<file path="src/rtl/sinc3_pkg.sv">
package sinc3_pkg;
    localparam int ORDER     = 3;
    localparam int ACC_W     = 34;
    localparam int WORD_W    = 8;
    localparam int SHIFT     = 3;
    localparam int MIN_WORD  = 13;
    localparam int RATIO_W   = WORD_W + SHIFT;
    localparam int HIST_W    = $clog2(ORDER + 1);

    typedef logic signed [ACC_W-1:0] acc_t;
    typedef logic [RATIO_W-1:0]      ratio_t;
    typedef logic [WORD_W-1:0]       word_t;

    localparam acc_t STEP_UP   = acc_t'(1);
    localparam acc_t STEP_DOWN = acc_t'(-1);

    // Per-decimation control handed from the rate controller to the top.
    typedef struct packed {
        logic clr;
        logic dec;
        logic hist_full;
    } ctrl_t;

    function automatic ratio_t ratio_of(input word_t w);
        word_t eff;
        eff = (w < word_t'(MIN_WORD)) ? word_t'(MIN_WORD) : w;
        return {eff, {SHIFT{1'b0}}};
    endfunction

    function automatic acc_t step_of(input logic b);
        return b ? STEP_UP : STEP_DOWN;
    endfunction
endpackage

</file>
<file path="src/rtl/sinc3_integ.sv">
module sinc3_integ
    import sinc3_pkg::*;
#(
    parameter int N_STAGE = ORDER
) (
    input  logic clk,
    input  logic rst,
    input  logic en_i,
    input  logic bit_i,
    output acc_t sum_o
);
    acc_t stage_q [N_STAGE];

    generate
        for (genvar s = 0; s < N_STAGE; s++) begin : g_stage
            if (s == 0) begin : g_first
                always_ff @(posedge clk) begin
                    if (rst)       stage_q[0] <= '0;
                    else if (en_i) stage_q[0] <= stage_q[0] + step_of(bit_i);
                end
            end else begin : g_next
                always_ff @(posedge clk) begin
                    if (rst)       stage_q[s] <= '0;
                    else if (en_i) stage_q[s] <= stage_q[s] + stage_q[s-1];
                end
            end
        end
    endgenerate

    assign sum_o = stage_q[N_STAGE-1];
endmodule

</file>
<file path="src/rtl/sinc3_rate_ctrl.sv">
module sinc3_rate_ctrl
    import sinc3_pkg::*;
#(
    parameter int N_STAGE = ORDER
) (
    input  logic   clk,
    input  logic   rst,
    input  word_t  word_i,
    input  logic   restart_i,
    input  logic   en_i,
    output ctrl_t  ctrl_o,
    output ratio_t ratio_o
);
    localparam int HW = $clog2(N_STAGE + 1);

    word_t          word_q;
    ratio_t         cnt_q;
    ratio_t         ratio;
    logic [HW-1:0]  hist_q;
    logic           clr;
    logic           last;
    logic           dec;

    assign ratio = ratio_of(word_q);
    assign clr   = restart_i || (word_i != word_q);
    assign last  = (cnt_q == ratio - ratio_t'(1));
    assign dec   = en_i && !clr && last;

    always_ff @(posedge clk) begin
        if (rst) begin
            word_q <= '0;
            cnt_q  <= '0;
            hist_q <= '0;
        end else begin
            word_q <= word_i;
            if (clr)       cnt_q <= '0;
            else if (en_i) cnt_q <= last ? '0 : cnt_q + ratio_t'(1);
            if (clr)                                   hist_q <= '0;
            else if (dec && hist_q != HW'(N_STAGE))    hist_q <= hist_q + HW'(1);
        end
    end

    assign ctrl_o.clr       = clr;
    assign ctrl_o.dec       = dec;
    assign ctrl_o.hist_full = (hist_q == HW'(N_STAGE));
    assign ratio_o          = ratio;

    p_cnt_below_ratio_r2: assert property (@(posedge clk) disable iff (rst)
        cnt_q < ratio);
    p_floor_ratio_r9: assert property (@(posedge clk) disable iff (rst)
        ratio >= ratio_t'(MIN_WORD * 8));
    p_restart_clears_r6: assert property (@(posedge clk) disable iff (rst)
        clr |=> (cnt_q == '0 && hist_q == '0));
endmodule

</file>
<file path="src/rtl/sinc3_comb.sv">
module sinc3_comb
    import sinc3_pkg::*;
#(
    parameter int N_STAGE = ORDER
) (
    input  logic clk,
    input  logic rst,
    input  logic clr_i,
    input  logic dec_i,
    input  acc_t sum_i,
    output acc_t diff_o
);
    acc_t dly_q [N_STAGE];
    acc_t tap   [N_STAGE];
    acc_t feed  [N_STAGE];

    generate
        for (genvar s = 0; s < N_STAGE; s++) begin : g_stage
            if (s == 0) begin : g_first
                assign feed[0] = sum_i;
            end else begin : g_next
                assign feed[s] = tap[s-1];
            end
            assign tap[s] = feed[s] - dly_q[s];

            always_ff @(posedge clk) begin
                if (rst || clr_i) dly_q[s] <= '0;
                else if (dec_i)   dly_q[s] <= feed[s];
            end
        end
    endgenerate

    assign diff_o = tap[N_STAGE-1];
endmodule

</file>
<file path="src/rtl/sinc3_decimator.sv">
module sinc3_decimator
    import sinc3_pkg::*;
(
    input  logic                    clk,
    input  logic                    rst,
    input  logic                    bit_i,
    input  logic                    bit_vld_i,
    input  logic [WORD_W-1:0]       rate_word_i,
    input  logic                    restart_i,
    output logic signed [ACC_W-1:0] result_o,
    output logic                    result_vld_o,
    output logic                    settled_o
);
    acc_t   integ_sum;
    acc_t   comb_out;
    ctrl_t  ctrl;
    ratio_t ratio;

    sinc3_integ #(.N_STAGE(ORDER)) u_integ (
        .clk   (clk),
        .rst   (rst),
        .en_i  (bit_vld_i),
        .bit_i (bit_i),
        .sum_o (integ_sum)
    );

    sinc3_rate_ctrl #(.N_STAGE(ORDER)) u_ctrl (
        .clk       (clk),
        .rst       (rst),
        .word_i    (rate_word_i),
        .restart_i (restart_i),
        .en_i      (bit_vld_i),
        .ctrl_o    (ctrl),
        .ratio_o   (ratio)
    );

    sinc3_comb #(.N_STAGE(ORDER)) u_comb (
        .clk    (clk),
        .rst    (rst),
        .clr_i  (ctrl.clr),
        .dec_i  (ctrl.dec),
        .sum_i  (integ_sum),
        .diff_o (comb_out)
    );

    always_ff @(posedge clk) begin
        if (rst) begin
            result_o     <= '0;
            result_vld_o <= 1'b0;
            settled_o    <= 1'b0;
        end else begin
            result_vld_o <= ctrl.dec;
            if (ctrl.dec) result_o <= comb_out;
            if (ctrl.clr)                         settled_o <= 1'b0;
            else if (ctrl.dec && ctrl.hist_full)  settled_o <= 1'b1;
        end
    end

    logic signed [63:0] ratio_ext;
    logic signed [63:0] cube;
    logic signed [63:0] res_ext;
    assign ratio_ext = $signed({{(64-RATIO_W){1'b0}}, ratio});
    assign cube      = ratio_ext * ratio_ext * ratio_ext;
    assign res_ext   = {{(64-ACC_W){result_o[ACC_W-1]}}, result_o};

    p_vld_single_r5: assert property (@(posedge clk) disable iff (rst)
        result_vld_o |=> !result_vld_o);
    p_hold_result_r5: assert property (@(posedge clk) disable iff (rst)
        (!result_vld_o && !$past(rst)) |-> $stable(result_o));
    p_settle_with_result_r7: assert property (@(posedge clk) disable iff (rst)
        $rose(settled_o) |-> result_vld_o);
    p_restart_drops_r7: assert property (@(posedge clk) disable iff (rst)
        restart_i |=> !settled_o);
    p_no_overflow_r10: assert property (@(posedge clk) disable iff (rst)
        (result_vld_o && settled_o) |-> (res_ext <= cube && res_ext >= -cube));
endmodule

</file>
<file path="config.mk">
export PLATFORM = sky130hd
export DESIGN_NAME = sinc3_decimator
export DESIGN_NICKNAME = d
export VERILOG_FILES = /design/src/rtl/sinc3_pkg.sv /design/src/rtl/sinc3_integ.sv /design/src/rtl/sinc3_rate_ctrl.sv /design/src/rtl/sinc3_comb.sv /design/src/rtl/sinc3_decimator.sv
export SDC_FILE = /design/constraint.sdc
export NUM_CORES = 1
export LEC_CHECK = 0
export BUFFER_PORTS_ARGS = -buffer_cell sky130_fd_sc_hd__buf_2
export CORE_UTILIZATION = 33
export CTS_CLUSTER_DIAMETER = 100
export CTS_CLUSTER_SIZE = 24
export DETAILED_ROUTE_END_ITERATION = 8
export PLACE_DENSITY = 0.49
export SLEW_MARGIN = 10
export SYNTH_ARGS = -nofsm -noshare
export SYNTH_HDL_FRONTEND = slang
export SYNTH_SLANG_ARGS = --single-unit
</file>
<file path="constraint.sdc">
create_clock -name clk -period 9.7 [get_ports clk]
set_input_delay 1.94 -clock clk [delete_from_list [all_inputs] [get_ports clk]]
set_output_delay 1.94 -clock clk [all_outputs]
set_load 0.01 [all_outputs]
</file>
Yosys cells after proc, flatten, opt, wreduce, memory -nomap -nowiden
Memories as Yosys holds them, arrays and structs flattened.
Index checks and enable logic that the tools add are counted.
{"block": "op_classes", "addsub": 9, "magnitude_cmp": 1, "eq_ne": 4, "muxes": 19, "n_bitwise": 6, "n_reduce_logical": 8}
{"cell": "34-bit two-way mux", "count": 7}
{"cell": "34-bit adder", "count": 3}
{"cell": "34-bit subtractor", "count": 3}
{"cell": "11-bit by 1-bit adder with 11-bit output (second input constant)", "count": 1}
{"cell": "11-bit equality test", "count": 1}
{"cell": "11-bit two-way mux", "count": 1}
{"cell": "11-bit by 1-bit subtractor with 11-bit output (second input constant)", "count": 1}
{"cell": "1-bit two-way mux", "count": 10}
{"cell": "8-bit by 4-bit less-than comparator with 1-bit output (second input constant)", "count": 1}
{"cell": "8-bit two-way mux", "count": 1}
{"cell": "8-bit != test", "count": 1}
{"cell": "1-bit OR", "count": 6}
{"cell": "1-bit logical AND", "count": 4}
{"cell": "2-bit by 1-bit adder with 2-bit output (second input constant)", "count": 1}
{"cell": "2-bit equality test (second input constant)", "count": 1}
{"cell": "1-bit logical OR", "count": 2}
{"cell": "2-bit != test (second input constant)", "count": 1}
{"cell": "2-bit OR reduction", "count": 1}
{"cell": "1-bit zero test", "count": 1}
{"block": "totals", "ff_bits": 57, "mem_bits_rw": 204, "inputBits": 13, "output_inout_bits": 36, "elab_cells": 55, "mem_count": 2}
{"memory": "u_comb.dly_q", "words": 3, "word_bits": 34, "rd": 3, "rd_ports_with_merged_regs": 0, "wr": 3, "line_no": "sinc3_comb.sv:13", "rtl": "acc_t dly_q [N_STAGE];"}
{"memory": "u_integ.stage_q", "words": 3, "word_bits": 34, "rd": 3, "rd_ports_with_merged_regs": 0, "wr": 3, "line_no": "sinc3_integ.sv:12", "rtl": "acc_t stage_q [N_STAGE];"}

Longest topological paths before layout
{"block": "logic_depth", "ltp_word": 9, "mapped_depth": 33, "ltp_nobuf": 33}

Cells and area by module
A second synthesis with hierarchy kept.
{"block": "unflattened", "hier_cells": 2286, "area_unflattened_um2": 20697.4}
{"module": "sinc3_comb", "instances": 1, "cells_per_inst": 1013, "area_per_inst_um2": 9071.2, "seq_area_each_um2": 3062.9}
{"module": "sinc3_integ", "instances": 1, "cells_per_inst": 991, "area_per_inst_um2": 8947.3, "seq_area_each_um2": 3062.9}
{"module": "sinc3_rate_ctrl", "instances": 1, "cells_per_inst": 167, "area_per_inst_um2": 1377.6, "seq_area_each_um2": 420.4}
{"module": "sinc3_decimator", "instances": 1, "cells_per_inst": 115, "area_per_inst_um2": 1301.2, "seq_area_each_um2": 720.7}

Least setup slack after synthesis
OpenSTA, ideal clock, no wires.
{"block": "synth_timing", "kind": "register to register", "from": "memory u_integ.stage_q[2][1] (netlist name)", "to": "register result_o[33]", "setup_ns": 0.133, "arrival_time_ns": 6.393, "required_time_ns": 9.567, "setup_slack_ns": 3.174, "stages_incl_launch_ff": 29, "path_buffers": 0, "period_less_slack_ns": 6.526, "cell_sequence": "edfxtp_1 -> ha_1 -> nor2b_1 -> o2111a_1 -> o311ai_0 -> a21oi_1 -> a31oi_1 -> xnor2_1 -> ha_1 -> a21o_1 -> a21o_1 -> a221o_1 -> a31oi_1 -> o21ai_0 -> and2_1 -> o21a_1 -> nor2_1 -> xnor2_1 -> ha_1 -> or3_1 -> a2111oi_0 -> o21ai_0 -> a22o_1 -> o21a_1 -> a41o_1 -> o41ai_1 -> nor3b_1 -> mux2i_1 -> o2111ai_1"}
{"item": "start: declaration", "line_no": "sinc3_integ.sv:12"}
{"item": "end signal: assignment", "line_no": "sinc3_decimator.sv:53", "rtl": "if (ctrl.dec) result_o <= comb_out;"}
{"item": "end: declaration", "line_no": "sinc3_decimator.sv:10", "rtl": "output logic signed [ACC_W-1:0] result_o,"}

==> flow_metrics.env <==
export IMPL_outcome="complete, no violations"
export IMPL_max_freq_mhz=133
export IMPL_synthTopCellsByArea="edfxtp_1 31%, ha_1 13%, dfxtp_1 5.7%, xnor2_1 4.8%, a21oi_1 4.6%"
export IMPL_route_detailed_drc=0
export IMPL_finalPower_w=0.00457
export IMPL_grt_usage=0.138
export IMPL_insertion_delay_ns=0.52
export IMPL_ant_nets=0
export IMPL_ff2ff_path_depth=28
export IMPL_dp_cells=2961
export IMPL_dr_wl_met3_um=929
export IMPL_rows=89
export IMPL_final_cells=2990
export IMPL_crit_family="compound AO/OA/AOI/OAI gates"
export IMPL_crit_buf_inv=0
export IMPL_grt_max_degree=74
export IMPL_grt_first_pass_wirelength_mm=71.2
export IMPL_num_vias=15100
export IMPL_worst_setup_path_type="register to register"
export IMPL_m1WireLength_mm=21.1
export IMPL_drive_above_1_share=0.0483
export IMPL_holdWs_ns=0.456
export IMPL_wl_mm=42.5
export IMPL_antennaDiodeCount=0
export IMPL_hold_viol=0
export IMPL_yosysSeqAreaShare=0.364
export IMPL_wl_per_cell_um=14.2
export IMPL_finalSetupViolations=0
export IMPL_syn_to_final_growth_pct=7.74
export IMPL_rsz0062_at_grt="false"
export IMPL_wl_met2_mm=19.5
export IMPL_coreArea_um2=59400
export IMPL_dp_hpwl_mm=32.1
export IMPL_crit_path_frequent_cell="ha_1"
export IMPL_drtIter0Drc=781
export IMPL_ys_ff_latch=261
export IMPL_ys_flop_type="edfxtp_1"
export IMPL_drv_cap=0
export IMPL_cts_root_buf="clkbuf_16"
export IMPL_top_layer="met4"
export IMPL_io_pins=49
export IMPL_cts_hold_buffers=0
export IMPL_yosysTopAreaCellShare=0.307
export IMPL_fin_skew_ns=0.0182
export IMPL_synth_top_area_cell="edfxtp_1"
export IMPL_cp_required_ns=10.10
export IMPL_post_cts_setup_buffer_count=0
export IMPL_grt_pass1_vias=14700
export IMPL_first_pass_iters=5
export IMPL_synth_most_common_cell="edfxtp_1"
export IMPL_startpoint_type="register"
export IMPL_syn_instance_count=2189
export IMPL_clock_path_buffers=3
export IMPL_max_stage_delay_ns=0.61
export IMPL_die_w_um=248
export IMPL_worst_pin_slew_ns=0.898
export IMPL_cp_end_kind="register"
export IMPL_overflow=0
export IMPL_period_share=0.776
export IMPL_hp_class="register to register"
export IMPL_ys_types=76
export IMPL_timing_setup_tns_ns=0
export IMPL_htreeDepth=1
export IMPL_vias_per_cell=5.07
export IMPL_cp_num_cells=28
export IMPL_final_nets=2426
export IMPL_cp_max_fo=5
export IMPL_antenna_found_initial=0
export IMPL_synthTopCellsByCount="204 x edfxtp_1, 201 x nor2_1, 200 x ha_1, 184 x a21oi_1, 159 x inv_1"
export IMPL_power_density_nw_per_um2=213
export IMPL_port_buffers=48
export IMPL_hold_path_depth=2
export IMPL_crit_path_top_delay_cell="o41ai_1"
export IMPL_die_area_um2=61500
export IMPL_place_gp_congestion=0.863
export IMPL_ir_drop_mv=0.112
export IMPL_ys_async_sr_fraction=0
export IMPL_syn_mean_instance_area_um2=9.12
export IMPL_cts_tree="yes"
export IMPL_slew_headroom=0.401
export IMPL_start_util=0.336
export IMPL_ctsResizeCount=0
export IMPL_syn_nets=2408
export IMPL_netlist_area_um2=20000
export IMPL_arrival_ns=7.93
export IMPL_period_needed_ns=7.53
export IMPL_p_leak_nw=8.92
export IMPL_numCtsBuffers=17
export IMPL_ys_warnings_count=0
export IMPL_synth_edf_count=204
export IMPL_drv_slew=0
export IMPL_die_h_um=248
export IMPL_cts_clk_slew_worst_paths_ns=0.09
export IMPL_cts_sinks=261
==> worst register-to-register path: cells and delay by family, from the launching register on <==
kind,cells,cell delay (ns)
xor+xnor,2,0.28
fa+ha+maj,3,0.90
mux,1,0.16
compound gates,17,4.66
simple gates,5,0.96
flops,1,0.48
==> cells by family (layout without fill, tap and decap cells) <==
group | after synthesis | in the layout | synth area share
buffers and inverters | 218 | 246 | 0.0433
AND/OR/NAND/NOR | 720 | 720 | 0.185
flip-flops | 261 | 261 | 0.364
multiplexers | 9 | 9 | 0.00451
XOR/XNOR | 173 | 173 | 0.0766
adder cells (fa/ha/maj) | 206 | 206 | 0.131
AO/OA/AOI/OAI | 602 | 602 | 0.195
==> where the power goes <==
group          leakage (nW)  internal, W  total, W  switching (W)
logic                  5.81      0.00103   0.00249        0.00145
clock network         0.259     0.000340  0.000768       0.000428
registers              2.84      0.00127   0.00132      0.0000540
total                  8.92      0.00264   0.00457        0.00193
==> placed cells by master (no fill, tap or decap), drive strengths merged, types with 7 or more instances in the layout <==
master	synthesis	final
nand2b	28	28
o31ai	10	10
xor2	62	62
a211oi	15	15
nand2	103	103
o21a	38	38
o41ai	9	9
nor3b	9	9
buf	13	57
and4	11	11
a21o	102	102
o21ai	106	106
o21bai	23	23
nor2	202	202
edfxtp	204	204
a21boi	13	13
nor2b	37	37
a21oi	184	184
ha	200	200
inv	160	167
or2	8	8
clkbuf	45	18
nand4	23	23
a31oi	24	24
dfxtp	57	57
nand3	43	43
xnor2	110	110
o211ai	16	16
nor4	19	19
a31o	7	7
and3	33	33
mux2i	9	9
or3	11	11
or4	8	8
and2	111	111
nor3	61	61
==> stage by stage <==
step | utilization | setup slack (ns) | area, um2
finish | 0.362 | 2.17 | 21500
global route | 0.362 | 1.57 | 21500
CTS | 0.362 | 2.17 | 21500
detailed placement | 0.354 | 2.23 | 21000
global placement | 0.354 | 2.39 | 21000
floorplan | - | 3.17 | 20000
==> layer usage <==
metal,vias to the layer above,GRT usage
met4,0,0.0386
met1,6923,0.182
met5,-,0
li1,7991,-
met3,57,0.0125
met2,174,0.240
==> path summary, 6_finish.rpt <==
| kind | startpoint | end | slack (ns) |
|---|---|---|---|
| worst max register to register | u_integ.stage_q[2][1] | result_o[33] | 2.17 |
| worst min register to register | result_o[28] | result_o[28] | 0.46 |
| worst max-delay path | u_integ.stage_q[2][1] | result_o[33] | 2.17 |
| worst min-delay path | result_o[28] | result_o[28] | 0.46 |
==> state kept, by name (all words and copies together), names as in the netlist <==
register / cells
u_ctrl.word_q: 8
u_integ.stage_q: 102
settled_o: 1
result_o: 34
u_ctrl.cnt_q: 11
result_vld_o: 1
u_ctrl.hist_q: 2
u_comb.dly_q: 102
==> final cells by class <==
class	instances	area, um2
Multi-Input combinational cell	1710	11800
Tap cell	773	967
Timing Repair Buffer	57	308
Inverter	160	601
Clock inverter	11	91.3
Clock buffer	18	429
Sequential cell	261	7270
Fill cell	5901	37800
No activity file was read; power rests on OpenSTA's default activity.
